==> src/rtl/hp_slot_pkg.sv <==
package hp_slot_pkg;
  localparam int REG_W  = 16;
  localparam int LANE_W = 8;
  localparam int LANES  = REG_W / LANE_W;
  localparam int EVT_W  = 5;

  // event positions, shared by status events and command enables
  localparam int EV_ATTN = 0;
  localparam int EV_PRES = 3;
  localparam int EV_CMD  = 4;

  // status state bits
  localparam int ST_PRESENT = 6;
  localparam int ST_LOCK    = 7;

  // command fields
  localparam int CT_MASTER  = 5;
  localparam int CT_PWR_IND = 8;
  localparam int CT_PWR_OFF = 10;
  localparam int CT_LOCK    = 11;

  localparam logic [1:0] IND_OFF = 2'b11;
  localparam logic [REG_W-1:0] CTL_WMASK = REG_W'(16'h07FF);
  localparam logic [REG_W-1:0] CTL_RESET = REG_W'(16'h00C0);

  typedef struct packed {
    logic             ctlWr;
    logic [REG_W-1:0] ctlNew;
    logic             staWr;
    logic             staGuard;
    logic             lockToggle;
    logic             detach;
    logic             insert;
    logic             attn;
  } hpStrobe_t;
endpackage

==> src/rtl/hp_slot_ctl.sv <==
module hp_slot_ctl
  import hp_slot_pkg::*;
(
  input  logic             cfgWrEn,
  input  logic             cfgSel,
  input  logic [LANES-1:0] cfgByteEn,
  input  logic [REG_W-1:0] cfgWrData,
  input  logic             hotInsert,
  input  logic             attnPress,
  input  logic [REG_W-1:0] ctlQ,
  input  logic [EVT_W-1:0] evtQ,
  input  logic             presentQ,
  output hpStrobe_t        strobe
);
  logic [REG_W-1:0] merged;
  logic             ctlWr;
  logic             offNew;
  logic             offOld;

  for (genvar l = 0; l < LANES; l++) begin : g_lane
    assign merged[l*LANE_W +: LANE_W] =
      cfgByteEn[l] ? cfgWrData[l*LANE_W +: LANE_W] : ctlQ[l*LANE_W +: LANE_W];
  end

  assign ctlWr  = cfgWrEn && !cfgSel && (|cfgByteEn);
  assign offNew = merged[CT_PWR_OFF] && (merged[CT_PWR_IND +: 2] == IND_OFF);
  assign offOld = ctlQ[CT_PWR_OFF] && (ctlQ[CT_PWR_IND +: 2] == IND_OFF);

  always_comb begin
    strobe            = '0;
    strobe.ctlWr      = ctlWr;
    strobe.ctlNew     = merged & CTL_WMASK;
    strobe.staWr      = cfgWrEn && cfgSel && cfgByteEn[0];
    strobe.staGuard   = |(cfgWrData[EVT_W-1:0] & ~evtQ);
    strobe.lockToggle = ctlWr && cfgByteEn[CT_LOCK / LANE_W] && cfgWrData[CT_LOCK];
    strobe.detach     = ctlWr && presentQ && offNew && !offOld;
    strobe.insert     = hotInsert;
    strobe.attn       = attnPress;
  end
endmodule

==> src/rtl/hp_slot_regs.sv <==
module hp_slot_regs
  import hp_slot_pkg::*;
(
  input  logic             clk,
  input  logic             rstN,
  input  hpStrobe_t        strobe,
  input  logic [EVT_W-1:0] clrData,
  input  logic             msiEnable,
  output logic [REG_W-1:0] ctlQ,
  output logic [EVT_W-1:0] evtQ,
  output logic             presentQ,
  output logic [REG_W-1:0] staRd,
  output logic             linkActive,
  output logic             intLevel,
  output logic             msiReq,
  output logic             detachReq
);
  logic [REG_W-1:0] ctlReg, ctlNx;
  logic [EVT_W-1:0] evtReg, evtNx;
  logic presReg, presNx, lockReg, lockNx, linkReg, linkNx;
  logic condNow, condPrev;

  assign condNow = ctlReg[CT_MASTER] && (|(evtReg & ctlReg[EVT_W-1:0]));

  always_comb begin
    ctlNx  = ctlReg;
    evtNx  = evtReg;
    presNx = presReg;
    lockNx = lockReg ^ strobe.lockToggle;
    linkNx = linkReg;
    if (strobe.staWr && !strobe.staGuard) evtNx = evtNx & ~clrData;
    if (strobe.ctlWr) begin
      ctlNx = strobe.ctlNew;
      if (strobe.detach) begin
        presNx = 1'b0;
        linkNx = 1'b0;
        evtNx[EV_PRES] = 1'b1;
      end
      evtNx[EV_CMD] = 1'b1;
    end
    if (strobe.insert) begin
      presNx = 1'b1;
      linkNx = 1'b1;
      evtNx[EV_PRES] = 1'b1;
      evtNx[EV_ATTN] = 1'b1;
    end
    if (strobe.attn) evtNx[EV_ATTN] = 1'b1;
  end

  always_ff @(posedge clk) begin
    if (!rstN) begin
      ctlReg    <= CTL_RESET;
      evtReg    <= '0;
      presReg   <= 1'b0;
      lockReg   <= 1'b0;
      linkReg   <= 1'b0;
      condPrev  <= 1'b0;
      intLevel  <= 1'b0;
      msiReq    <= 1'b0;
      detachReq <= 1'b0;
    end else begin
      ctlReg    <= ctlNx;
      evtReg    <= evtNx;
      presReg   <= presNx;
      lockReg   <= lockNx;
      linkReg   <= linkNx;
      condPrev  <= condNow;
      intLevel  <= !msiEnable && condNow;
      msiReq    <= msiEnable && (condNow != condPrev);
      detachReq <= strobe.ctlWr && strobe.detach;
    end
  end

  always_comb begin
    staRd                  = '0;
    staRd[EVT_W-1:0]       = evtReg;
    staRd[ST_PRESENT]      = presReg;
    staRd[ST_LOCK]         = lockReg;
  end

  assign ctlQ       = ctlReg;
  assign evtQ       = evtReg;
  assign presentQ   = presReg;
  assign linkActive = linkReg;
endmodule

==> src/rtl/hp_slot_ctrl.sv <==
module hp_slot_ctrl
  import hp_slot_pkg::*;
(
  input  logic             clk,
  input  logic             rstN,
  input  logic             cfgWrEn,
  input  logic             cfgSel,
  input  logic [LANES-1:0] cfgByteEn,
  input  logic [REG_W-1:0] cfgWrData,
  input  logic             msiEnable,
  input  logic             hotInsert,
  input  logic             attnPress,
  output logic [REG_W-1:0] ctlRdData,
  output logic [REG_W-1:0] staRdData,
  output logic             linkActive,
  output logic             intLevel,
  output logic             msiReq,
  output logic             detachReq
);
  hpStrobe_t        strobe;
  logic [REG_W-1:0] ctlQ;
  logic [EVT_W-1:0] evtQ;
  logic             presentQ;

  hp_slot_ctl i_ctl (
    .cfgWrEn   (cfgWrEn),
    .cfgSel    (cfgSel),
    .cfgByteEn (cfgByteEn),
    .cfgWrData (cfgWrData),
    .hotInsert (hotInsert),
    .attnPress (attnPress),
    .ctlQ      (ctlQ),
    .evtQ      (evtQ),
    .presentQ  (presentQ),
    .strobe    (strobe)
  );

  hp_slot_regs i_regs (
    .clk        (clk),
    .rstN       (rstN),
    .strobe     (strobe),
    .clrData    (cfgWrData[EVT_W-1:0]),
    .msiEnable  (msiEnable),
    .ctlQ       (ctlQ),
    .evtQ       (evtQ),
    .presentQ   (presentQ),
    .staRd      (staRdData),
    .linkActive (linkActive),
    .intLevel   (intLevel),
    .msiReq     (msiReq),
    .detachReq  (detachReq)
  );

  assign ctlRdData = ctlQ;
endmodule

==> config.mk <==
export PLATFORM = sky130hd
export DESIGN_NAME = hp_slot_ctrl
export DESIGN_NICKNAME = d
export VERILOG_FILES = /design/src/rtl/hp_slot_pkg.sv /design/src/rtl/hp_slot_ctl.sv /design/src/rtl/hp_slot_regs.sv /design/src/rtl/hp_slot_ctrl.sv
export SDC_FILE = /design/constraint.sdc
export NUM_CORES = 1
export LEC_CHECK = 0
export BUFFER_PORTS_ARGS = -buffer_cell sky130_fd_sc_hd__buf_2
export CAP_MARGIN = 20
export CORE_MARGIN = 8
export CORE_UTILIZATION = 46
export DETAILED_ROUTE_END_ITERATION = 12
export PLACE_DENSITY_LB_ADDON = 0.15
export SETUP_SLACK_MARGIN = 0.05
export SLEW_MARGIN = 20
export SYNTH_ARGS = -nofsm -noshare
export SYNTH_HDL_FRONTEND = slang
export SYNTH_SLANG_ARGS = --single-unit
==> constraint.sdc <==
create_clock -name clk -period 2.7 [get_ports clk]
set_input_delay 0.27 -clock clk [delete_from_list [all_inputs] [get_ports clk]]
set_output_delay 0.27 -clock clk [all_outputs]
set_load 0.02 [all_outputs]
== Yosys cells after proc, flatten, opt, wreduce, memory -nomap -nowiden ==
Index checks and enable logic that the tools add are counted.

* Register bits after elaboration: 22
* Input port bits: 25
* Output and inout port bits: 36
* Logic and storage cells: 60

* Equal/unequal tests: 3
* Muxes and demuxes: 10
* Bitwise gates (word level): 6
* Reductions and logical operators: 29

{| class="wikitable"
|+ Operators by type and width
! operator !! number
|-
| $logic_and A1 B1 Y1 || 16
|-
| $and A5 B5 Y5 || 3
|-
| $not A5 Y5 || 2
|-
| $reduce_or A5 Y1 || 2
|-
| $mux W1 || 7
|-
| $reduce_bool A2 Y1 || 3
|-
| $mux W5 || 1
|-
| $eq A2 B2 Y1 const B || 2
|-
| $logic_not A1 Y1 || 4
|-
| $reduce_and A2 Y1 || 2
|-
| $mux W3 || 1
|-
| $reduce_bool A3 Y1 || 1
|-
| $mux W2 || 1
|-
| $reduce_or A2 Y1 || 1
|-
| $ne A1 B1 Y1 || 1
|-
| $xor A1 B1 Y1 || 1
|}

== Logic depth before layout (Yosys ltp) ==
* Word-level depth: 9
* Mapped depth: 5
* Depth with buffers taken out: 4

== Hierarchy ==
A second synthesis with hierarchy kept.

* Cells, all modules: 148
* Area, all modules: 1442.6 um2

{| class="wikitable"
|+ By module, submodules not included
! module !! times used !! cells each !! area an instance (um2) !! seq. area each (um2)
|-
| hp_slot_regs || 1 || 111 || 1151.1 || 540.5
|-
| hp_slot_ctl || 1 || 37 || 291.5 || 0.0
|}

== Least setup slack after synthesis ==
No wires, ideal clock.

* Path kind: reg-to-reg
* From: register i_regs.evtReg[0], in the netlist i_regs.evtQ[0]
* To: register i_regs.evtReg[3], in the netlist i_regs.evtQ[3]
* Library setup time: 0.120 ns
* Arrival time: 1.268 ns
* Slack: 1.312 ns
* Stages on the path, launching flop included: 5
* Path buffers: 0
* Cell sequence: dfxtp_1 -> nand2b_1 -> o221ai_1 -> o41a_1 -> o31a_1

* Word-level cells in the longest chain between the ends: 9

{| class="wikitable"
|+ RTL lines
! element !! RTL line !! RTL
|-
| start: declaration || hp_slot_regs.sv:19 || <nowiki>logic [EVT_W-1:0] evtReg, evtNx;</nowiki>
|-
| start signal: assignment || hp_slot_regs.sv:63 || <nowiki>evtReg <= evtNx;</nowiki>
|-
| $not A5 Y5 * || hp_slot_ctl.sv:34 || <nowiki>strobe.staGuard = |(cfgWrData[EVT_W-1:0] & ~evtQ);</nowiki>
|-
| $and A5 B5 Y5 * || hp_slot_ctl.sv:34 ||
|-
| $reduce_or A5 Y1 * || hp_slot_ctl.sv:34 ||
|-
| $logic_not A1 Y1 * || hp_slot_regs.sv:31 || <nowiki>if (strobe.staWr && !strobe.staGuard) evtNx = evtNx & ~clrData;</nowiki>
|-
| $logic_and A1 B1 Y1 * || hp_slot_regs.sv:31 ||
|-
| $mux W5 * || hp_slot_regs.sv:31 ||
|-
| $mux W1 || hp_slot_regs.sv:34 || <nowiki>if (strobe.detach) begin</nowiki>
|-
| $mux W2 * || hp_slot_regs.sv:32 || <nowiki>if (strobe.ctlWr) begin</nowiki>
|-
| $mux W1 * || hp_slot_regs.sv:41 || <nowiki>if (strobe.insert) begin</nowiki>
|}

Mark *: on every way between the ends. The rest lies on a longest branch, timed or not. The select of a mux whose other input is x is not followed.
A chain may end at the register's enable or synchronous reset.

== Worst setup path in the final report ==
* From: register i_regs.evtReg[0], in the netlist i_regs.evtQ[0]
* To: register i_regs.evtReg[0], in the netlist i_regs.evtQ[0]

* Word-level cells in the longest chain between the ends: 6
* Elaborated cells on any way between the ends: 10
* Those cells by class: mux (3); bitwise (3); reduce/logical (4)

{| class="wikitable"
|+ RTL lines
! element !! RTL line
|-
| $not A5 Y5 || hp_slot_ctl.sv:34
|-
| $and A5 B5 Y5 || hp_slot_ctl.sv:34
|-
| $reduce_or A5 Y1 || hp_slot_ctl.sv:34
|-
| $logic_not A1 Y1 || hp_slot_regs.sv:31
|-
| $logic_and A1 B1 Y1 || hp_slot_regs.sv:31
|-
| $reduce_bool A3 Y1 (no line) || -
|}

Parallel ways exist; a longest one is shown, timed or not. The select of a mux whose other input is x is not followed.

==> reports/summary.log <==
qor: logic_synthesis.synth_top_family_by_area simple AND/OR/NAND/NOR gates
qor: cells_and_area.finalNetCount 184
qor: sta.period_minus_slack 1.35 ns
qor: worst_setup_path.nature_of_the_critical_path_startpoint flip-flop
qor: place.port_buffers 42
qor: cells_and_area.syn_to_final_growth 18.9%
qor: logic_synthesis.synth.yosys.seq_area_share 0.421
qor: route.drt_pre_antenna_iters 4
qor: clocking.max-clock-path-buffers 2
qor: clocking.cts.repair_timing.setup_buffer_count 0
qor: worst_setup_path.timing.critical_path.max_delay_family simple AND/OR/NAND/NOR gates
qor: route.initialDrtViolationCount 46
qor: cells_and_area.post_route_cells_drive_above_1_share 0.304
qor: worst_setup_path.worst-path-max-fanout 4
qor: cells_and_area.area_of_the_multi_input_gates 490 um2
qor: die.die_area 4060 um2
qor: power_and_ir_drop.comb_power_share 0.149
qor: grt.first_global_vias 950
qor: logic_synthesis.synth-compound-area-share 0.159
qor: sta.setup-tns-final 0 ns
qor: sta.slew-limit-headroom 0.656
qor: clocking.cts-buffers-inserted 3
qor: sta.maxSlewViolCount 0
qor: logic_synthesis.synth_adder_area_share 0
qor: place.hpwlAfterDp 2020 um
qor: sta.max_slew.worst_pin.slew 0.512 ns
qor: worst_setup_path.endpoint_kind flip-flop
qor: cells_and_area.antennaDiodeCount 0
qor: min_path.timing.hold.worst.class primary input to flip-flop
qor: sta.setup-violations-final 0
qor: worst_setup_path.cp.buffers_inverters 0
qor: power_and_ir_drop.p_clk_frac 0.360
qor: die.core.rowCount 17
qor: worst_setup_path.path_cells nand2b_1 -> o221ai_1 -> nor3_1 -> a31oi_1
qor: cells_and_area.seqCellArea 440 um2
qor: grt.grt_usage 0.129
qor: logic_synthesis.synthesis.area 1050 um2
qor: clocking.path_clk_slew 0.13 ns
qor: cells_and_area.fillerInstances 205
qor: worst_setup_path.timing.critical_path.slowest_stage_cell nor3_1
qor: sta.fin_crit_sh 0.499
qor: grt.antenna_found_initial 0
qor: power_and_ir_drop.p_switching 182 uW
qor: power_and_ir_drop.seq_power_share 0.491
qor: die.fp.coreArea 2190 um2
qor: flow_run.cap_viol_max_count 0
qor: power_and_ir_drop.p_leak 0.615 nW
qor: die.x_dimension_of_the_die 63.7 um
qor: sta.max_clock_freq 743 MHz
qor: logic_synthesis.synth.area.mux_share 0.0287
qor: power_and_ir_drop.powerDensity 565 nW/um2
qor: die.initial_core_utilization 0.477
qor: route.drt-vias-per-instance 4.92
qor: die.chipHeight 63.7 um
qor: power_and_ir_drop.vdd_drop_max 0.000360 V
qor: cells_and_area.fin_util 0.568
qor: logic_synthesis.yosys_register_bits 22
qor: route.vias 915
qor: grt.grt_start_max_net_pins 23
qor: worst_setup_path.worstPathRequired 2.89 ns
qor: logic_synthesis.yosysUniqueCellTypes 33
qor: logic_synthesis.netlist_instances 120
qor: status.status completed
qor: clocking.tritoncts_num_sinks 22
qor: sta.hold_viol 0
qor: clocking.tritoncts done
qor: clocking.ctsResizeCount 0
qor: route.drt-total-wl 2620 um
qor: clocking.worstSkewPairLatency 0.31 ns
qor: sta.clock-skew-final 0.00429 ns
qor: route.detail_route.drc_violations 0
qor: grt.grt_pass1_wl 4280 um
qor: clocking.ctsHtreeMaxLevel 1
qor: power_and_ir_drop.p_int 521 uW
qor: grt.global_route.overflow_total 0
qor: logic_synthesis.yosys.area_share.simple 0.214
qor: worst_setup_path.max_stage_delay 0.43 ns
qor: worst_setup_path.critical_path_start_end_classification flip-flop to flip-flop
qor: logic_synthesis.syn-mean-instance-area 8.72 um2
qor: place.routabilityCongestion 0.740
qor: sta.unrepaired_setup_endpoints_after_global_routing false
qor: clocking.cts_hold_buffers 0
qor: clocking.root_driver clkbuf_4
qor: worst_setup_path.worst_ep_arrival_time 1.53 ns
qor: die.io-pin-count 61
qor: sta.whs 0.102 ns
qor: route.detail-route-antenna-nets 0
qor: logic_synthesis.yosys_warnings 0
qor: power_and_ir_drop.switching_power_as_a_share_of_total_power 0.259
qor: logic_synthesis.yosys.area_share.xor_xnor 0.0167
qor: route.average_wire_per_standard_cell 14.1 um
metal layers:
layer / global-route usage / wire [um] / part of all wire
met5: 0 / 0 / 0
met4: 0.0669 / 42 / 0.016
met3: 0.0565 / 254 / 0.097
met2: 0.212 / 1260 / 0.48
met1: 0.135 / 1060 / 0.41
registers in the layout (all words and copies together) (netlist names):
register and cells:
i_regs.evtQ 5, i_regs.detachReq 1, i_regs.condPrev 1, i_regs.ctlQ 11, i_regs.lockReg 1, i_regs.intLevel 1, i_regs.msiReq 1, i_regs.presentQ 1
cells by family after synthesis:
kind of cell / after synthesis
buf+inv: 25
other cells: 1
compound gates: 23
mux: 3
xor+xnor: 2
flops: 22
simple gates: 44
power groups by stage:
stage | clock, mW | combinational (mW) | sequential (mW)
2_1_floorplan | 0 | 0.0733 | 0.364
3_3_place_gp | 0 | 0.103 | 0.352
3_5_place_dp | 0 | 0.104 | 0.352
4_1_cts | 0.260 | 0.104 | 0.345
5_1_grt | 0.276 | 0.114 | 0.347
6_report | 0.253 | 0.104 | 0.345
synth_stat cells:
library cell / instances / area (um2)
a21boi_0: 7 / 52.6
buf_6: 1 / 11.3
o221ai_1: 2 / 17.5
o31a_1: 1 / 8.76
and2_1: 3 / 18.8
xor2_1: 1 / 8.76
o41a_1: 1 / 11.3
a31oi_1: 1 / 6.26
a22oi_1: 1 / 7.51
inv_1: 4 / 15.0
and3_1: 1 / 6.26
nor3_1: 1 / 5.00
nand2_1: 17 / 63.8
conb_1: 1 / 3.75
and2b_1: 1 / 7.51
a222oi_1: 1 / 10.0
a21oi_1: 3 / 15.0
buf_4: 16 / 120
nor2_1: 1 / 3.75
xnor2_1: 1 / 8.76
mux2i_1: 3 / 30.0
nor2b_1: 3 / 18.8
a21boi_1: 1 / 7.51
and4bb_2: 1 / 12.5
buf_2: 2 / 10.0
nand2_4: 1 / 11.3
o21ai_0: 3 / 15.0
nand3_1: 14 / 70.1
o21a_1: 1 / 7.51
clkbuf_1: 2 / 7.51
o31ai_1: 1 / 7.51
nand2b_1: 1 / 6.26
dfxtp_1: 22 / 440
worst paths after layout:
path                           to  slack [ns]            from  cells after the start
setup / recovery   i_regs.evtQ[0]        1.35  i_regs.evtQ[0]                      4
hold / removal    i_regs.intLevel        0.10       msiEnable                      2
setup reg to reg   i_regs.evtQ[0]        1.35  i_regs.evtQ[0]                      4
hold reg to reg    i_regs.ctlQ[6]        0.47  i_regs.ctlQ[6]                      2
cells in the final DEF, fill, tap and decap left out:
master	count
buf_2	42
dfxtp_1	22
nand2_1	17
nand3_1	14
conb_1	14
a21boi_0	7
inv_1	4
mux2i_1	3
nor2b_1	3
a21oi_1	3
o21ai_0	3
and2_1	3
clkbuf_4	3
o221ai_1	2
and2b_1	1
nand2_4	1
nand2b_1	1
nor3_1	1
nor2_1	1
o31ai_1	1
a31oi_1	1
o21a_1	1
o41a_1	1
and4bb_2	1
o31a_1	1
a222oi_1	1
a22oi_1	1
a21boi_1	1
xor2_1	1
and3_1	1
xnor2_1	1
bufinv_16	1
worst register-to-register path, stage by stage, from the launching register on:
cell and delay [ns]:
dfxtp_1 0.40, nand2b_1 0.12, o221ai_1 0.12, nor3_1 0.43
a31oi_1 0.16
final cells by class:
cell class	instances	area share
Tap cell	28	0.0282
Timing Repair Buffer	42	0.169
Clock buffer	3	0.0181
Multi-Input combinational cell	86	0.394
Inverter	4	0.0121
Sequential cell	22	0.354
Clock inverter	1	0.0241
metrics by stage:
stage / cell area, um2 / cells / power (mW) / worst slack, ns
2_1_floorplan: 1090 / 133 / 0.437 / 1.31
3_3_place_gp: 1190 / 182 / 0.454 / 1.21
3_5_place_dp: 1190 / 182 / 0.456 / 1.18
4_1_cts: 1240 / 186 / 0.710 / 1.36
5_1_grt: 1240 / 186 / 0.738 / 1.23
6_report: 1240 / 186 / 0.703 / 1.35
No activity file was read; power rests on OpenSTA's default activity.
